--- config.mk ---
export PLATFORM = sky130hd
export DESIGN_NAME = serial_word_rx
export DESIGN_NICKNAME = d
export VERILOG_FILES = /design/src/rtl/serial_word_rx.sv
export SDC_FILE = /design/constraint.sdc
export NUM_CORES = 1
export LEC_CHECK = 0
export BUFFER_PORTS_ARGS = -buffer_cell sky130_fd_sc_hd__clkbuf_2
export CAP_MARGIN = 20
export CORE_UTILIZATION = 33
export CTS_CLUSTER_SIZE = 30
export DETAILED_ROUTE_END_ITERATION = 8
export SYNTH_ARGS = -nofsm -noshare
export SYNTH_HDL_FRONTEND = slang
export SYNTH_SLANG_ARGS = --single-unit
export TNS_END_PERCENT = 10
--- constraint.sdc ---
create_clock -name clk -period 2.05 [get_ports clk]
set_input_delay 0.205 -clock clk [delete_from_list [all_inputs] [get_ports clk]]
set_output_delay 0.205 -clock clk [all_outputs]
set_load 0.02 [all_outputs]
--- src/rtl/serial_word_rx.sv ---
module serial_word_rx #(
  parameter int WORD_W      = 16,
  parameter int SYNC_STAGES = 2
) (
  input  logic              clk,
  input  logic              rst_n,
  input  logic              sclk,
  input  logic              cs_n,
  input  logic              sdi,
  output logic              word_valid,
  output logic [WORD_W-1:0] word_out,
  output logic              frame_err
);

  localparam int CW = $clog2(WORD_W + 1);
  localparam int S  = SYNC_STAGES;

  logic [S:0]        sclk_q, cs_q, sdi_q;
  logic [CW-1:0]     cnt;
  logic [WORD_W-1:0] shreg;
  logic              locked;

  always_ff @(posedge clk or negedge rst_n) begin
    if (!rst_n) begin
      sclk_q <= '0;
      cs_q   <= '1;
      sdi_q  <= '0;
    end else begin
      sclk_q <= {sclk_q[S-1:0], sclk};
      cs_q   <= {cs_q[S-1:0], cs_n};
      sdi_q  <= {sdi_q[S-1:0], sdi};
    end
  end

  wire sclk_fall = sclk_q[S] & ~sclk_q[S-1];
  wire sclk_rise = ~sclk_q[S] & sclk_q[S-1];
  wire cs_hi     = cs_q[S-1];
  wire cs_rise   = ~cs_q[S] & cs_q[S-1];
  wire sdi_s     = sdi_q[S-1];
  wire full      = (cnt == CW'(WORD_W));

  always_ff @(posedge clk or negedge rst_n) begin
    if (!rst_n) begin
      cnt        <= '0;
      shreg      <= '0;
      locked     <= 1'b0;
      word_out   <= '0;
      word_valid <= 1'b0;
      frame_err  <= 1'b0;
    end else begin
      word_valid <= 1'b0;
      frame_err  <= 1'b0;
      if (cs_hi) begin
        if (cs_rise && !locked) begin
          if (full) begin
            word_valid <= 1'b1;
            word_out   <= shreg;
          end else begin
            frame_err  <= 1'b1;
          end
        end
        cnt    <= '0;
        locked <= 1'b0;
      end else if (!locked) begin
        if (sclk_fall && !full) begin
          shreg <= {shreg[WORD_W-2:0], sdi_s};
          cnt   <= cnt + CW'(1);
        end else if (sclk_rise && full) begin
          word_valid <= 1'b1;
          word_out   <= shreg;
          locked     <= 1'b1;
        end
      end
    end
  end

  assert_cnt_bound_R2: assert property (@(posedge clk) disable iff (!rst_n)
    cnt <= CW'(WORD_W));

  assert_valid_needs_full_R4: assert property (@(posedge clk) disable iff (!rst_n)
    word_valid |-> $past(cnt) == CW'(WORD_W));

  assert_valid_carries_word_R5: assert property (@(posedge clk) disable iff (!rst_n)
    word_valid |-> word_out == $past(shreg));

  assert_lockout_holds_R7: assert property (@(posedge clk) disable iff (!rst_n)
    (locked && !cs_hi) |=> $stable(shreg) && !word_valid);

  assert_short_frame_R8: assert property (@(posedge clk) disable iff (!rst_n)
    frame_err |-> $past(cnt) < CW'(WORD_W) && $stable(word_out));

  assert_strobes_exclusive_R9: assert property (@(posedge clk) disable iff (!rst_n)
    !(word_valid && frame_err));

  assert_valid_single_R9: assert property (@(posedge clk) disable iff (!rst_n)
    word_valid |=> !word_valid);

  assert_err_single_R9: assert property (@(posedge clk) disable iff (!rst_n)
    frame_err |=> !frame_err);

endmodule

==> run_results.csv <==
group,metric,value,unit
run_status,status,"finished clean",
global_routing,grt_pass1_wl,5550,um
place,portBuffers,22,
global_routing,grt_max_degree,24,
worst_hold_path,hp-class,"in -> reg",
sta,skew,0.00761,ns
place,gp_congestion,0.772,
critical_path,crit_required,2.23,ns
layout,instances_no_fill,224,
logic_synthesis,synth.yosys.seq_area_share,63.8,%
logic_synthesis,synth_seq_cells,48,
sta,finalSetupViolations,0,
sta,rsz0062_at_grt,"false",
routing,drc_errors,0,
routing,wirelength,3140,um
clock_tree,worstSkewPairLatency,0.29,ns
sta,fin_ws,0.159,ns
pwr,p_total,1.79,mW
pwr,p_per_area,801,mW/mm^2
layout,post-route-util,40.7,%
sta,worstMarginPinSlew,0.563,ns
pwr,p_clk_share,31.8,%
die,initial_utilization,34.3,%
place,place_area,0.00212,sq mm
sta,fin_crit_sh,92.2,%
routing,vias,1029,
die,fp.dieW,77.6,um
job,drv_cap,0,
place,dp_cells,213,
pwr,ir_drop,0.000438,V
pwr,p_sw,0.409,mW
clock_tree,clk_pin_slew,0.09,ns
critical_path,worst_setup_path_start_kind,"flip-flop",
sta,finalCriticalPeriod,1.89,ns
layout,nFillCells,508,
logic_synthesis,synth_cells,118,
routing,dr.pass1.iters,3,
clock_tree,tritoncts,"done",
worst_hold_path,hp-start,"sclk",
global_routing,antenna_found_initial,0,
critical_path,crit_type,"reg -> reg",
critical_path,cp_max_fo,17,
clock_tree,clock-sinks,48,
global_routing,grt_usage,11.9,%
pwr,swShare,22.8,%
logic_synthesis,ys_types,25,
die,std_cell_rows,27,
logic_synthesis,yosysTopAreaCell,"dfrtp_1",
sta,hold_viol,0,
layout,layout-drive-gt1-share,49.3,%
sta,fmax,529,MHz
logic_synthesis,synth.cell_area,0.00189,sq mm
clock_tree,root_buffer,"clkbuf_8",
layout,area_growth,18.6,%
sta,finalSetupTns,0,ns
logic_synthesis,async_flop_share,100,%
logic_synthesis,avgSynthCellArea,16.0,sq um
logic_synthesis,synth_edf_count,0,
routing,via_per_inst,4.59,
place,dpl.hpwl,2210,um
die,coreArea,0.00551,sq mm
sta,relSlewSlack,62.5,%
layout,n_antenna_cell,0,
critical_path,endpoint_kind,"flip-flop",
pwr,combPwrFrac,7.3,%
clock_tree,clk_path_buf_depth,2,
logic_synthesis,ys_warn_count,0,
pwr,p_leak,1.07,nW
logic_synthesis,ys_top_cells_by_area,"dfrtp_1 (60%), mux2_2 (15%), mux2_4 (7.2%)",
routing,drt_iter0_markers,98,
routing,routedWlPerCell,14.0,um
global_routing,grt_pass1_vias,1126,
logic_synthesis,synth_top_area_share,59.6,%
die,io_pins,23,
routing,ant_nets,0,
critical_path,crit_start,"cnt[0]$_DFFE_PN0P_",
sta,slew_violations,0,
die,die_y,77.6,um
logic_synthesis,synthTopCellsByCount,"dfrtp_1 (45), mux2_2 (25), mux2_4 (9)",
clock_tree,cts_buffers,5,
logic_synthesis,syn_nets,125,
global_routing,gr-total-overflow,0,
die,dieArea,0.00603,sq mm
layout,nNetsFinal,158,
critical_path,reg2reg_from,"cnt[0]$_DFFE_PN0P_",
critical_path,arrival,2.07,ns
pwr,internal-power,1.38,mW
logic_synthesis,synth_most_common_cell,"dfrtp_1",
clock_tree,post_cts_buffers,0,
logic_synthesis,synth-main-ff-cell,"dfrtp_1",
layout,finalInstanceArea,0.00224,sq mm
pwr,pwr-share-seq,60.9,%
place,dp_slack,0.199,ns
clock_tree,cts_max_level,2,
sta,hold-worst-slack,0.0246,ns
[state kept, by name, summed over array words and instances (netlist names)]
register and count:
word_out 16, word_valid 1, sclk_q 3, sdi_q 2, cs_q 3, cnt 5, shreg 16, frame_err 1
locked 1
[layout by cell type (no fill, tap or decap), types with 3 or more instances in the layout]
master | synthesis | final
dfstp_2 | 3 | 3
a21oi_1 | 3 | 3
nand3_1 | 4 | 4
clkbuf_8 | 0 | 6
mux2_4 | 9 | 9
inv_1 | 4 | 4
mux2_2 | 25 | 25
clkbuf_2 | 0 | 22
dfrtp_1 | 45 | 45
nor2_1 | 3 | 3
o21ai_0 | 3 | 3
dlygate4sd3_1 | 0 | 3
[repair_timing]
action	4_1_cts	5_1_grt
gates resized for setup	0	0
endpoints found under the hold margin	22	1
hold buffers	2	1
[cells by family (layout without fill, tap and decap cells)]
family,count (synthesis),in the layout,share of synthesized area [%]
DFF,48,48,63.8
muxes,34,34,22.1
adders and majority gates,2,2,1.33
AOI/OAI and AO/OA,8,8,2.98
buffers and inverters,7,41,2.25
and+or+nand+nor,19,19,7.55
[layer usage]
metal / up-vias / GRT usage (%) / wire length [um]
met1: 525 / 15.0 / 1400
met3: 4 / 4.24 / 126
li1: 479 / - / -
met2: 21 / 19.1 / 1580
met5: - / 0 / 0
met4: 0 / 3.40 / 31
[final timing paths]
check	to	slack, ns	depth (start not counted)
worst min register to register	cs_q[1]$_DFF_PN1_	0.35	0
worst max-delay path	word_out[9]$_DFFE_PN0P_	0.16	6
min in group asynchronous	word_out[4]$_DFFE_PN0P_	0.43	2
max in group asynchronous	cs_q[0]$_DFF_PN1_	0.95	3
worst min-delay path	sclk_q[0]$_DFF_PN0_	0.02	1
worst max register to register	word_out[9]$_DFFE_PN0P_	0.16	6
[power by group through the flow]
| stage | sequential [mW] | combinational [mW] | clock (mW) |
|---|---|---|---|
| detailed placement | 1.11 | 0.130 | 0 |
| CTS | 1.09 | 0.133 | 0.599 |
| global placement | 1.10 | 0.122 | 0 |
| global route | 1.10 | 0.146 | 0.645 |
| floorplan | 1.09 | 0.0912 | 0 |
| finish | 1.09 | 0.131 | 0.571 |
[critical path: stages, from the launching register on]
cell and delay (ns):
dfrtp_1 0.43, inv_1 0.10, ha_1 0.18, nand4bb_1 0.24, a211oi_4 0.27, buf_12 0.21
mux2_2 0.35
[layout make-up]
class / instances / area (sq um) / share of cell area, %
sequential: 48 / 1200 / 53.8
multi-input combinational: 63 / 641 / 28.6
timing repair buffer: 29 / 195 / 8.72
tap: 72 / 90.1 / 4.02
clock buffer: 7 / 86.3 / 3.85
inverter: 4 / 15.0 / 0.670
clock inverter: 1 / 7.51 / 0.335
(Power assumes the default switching activity.)
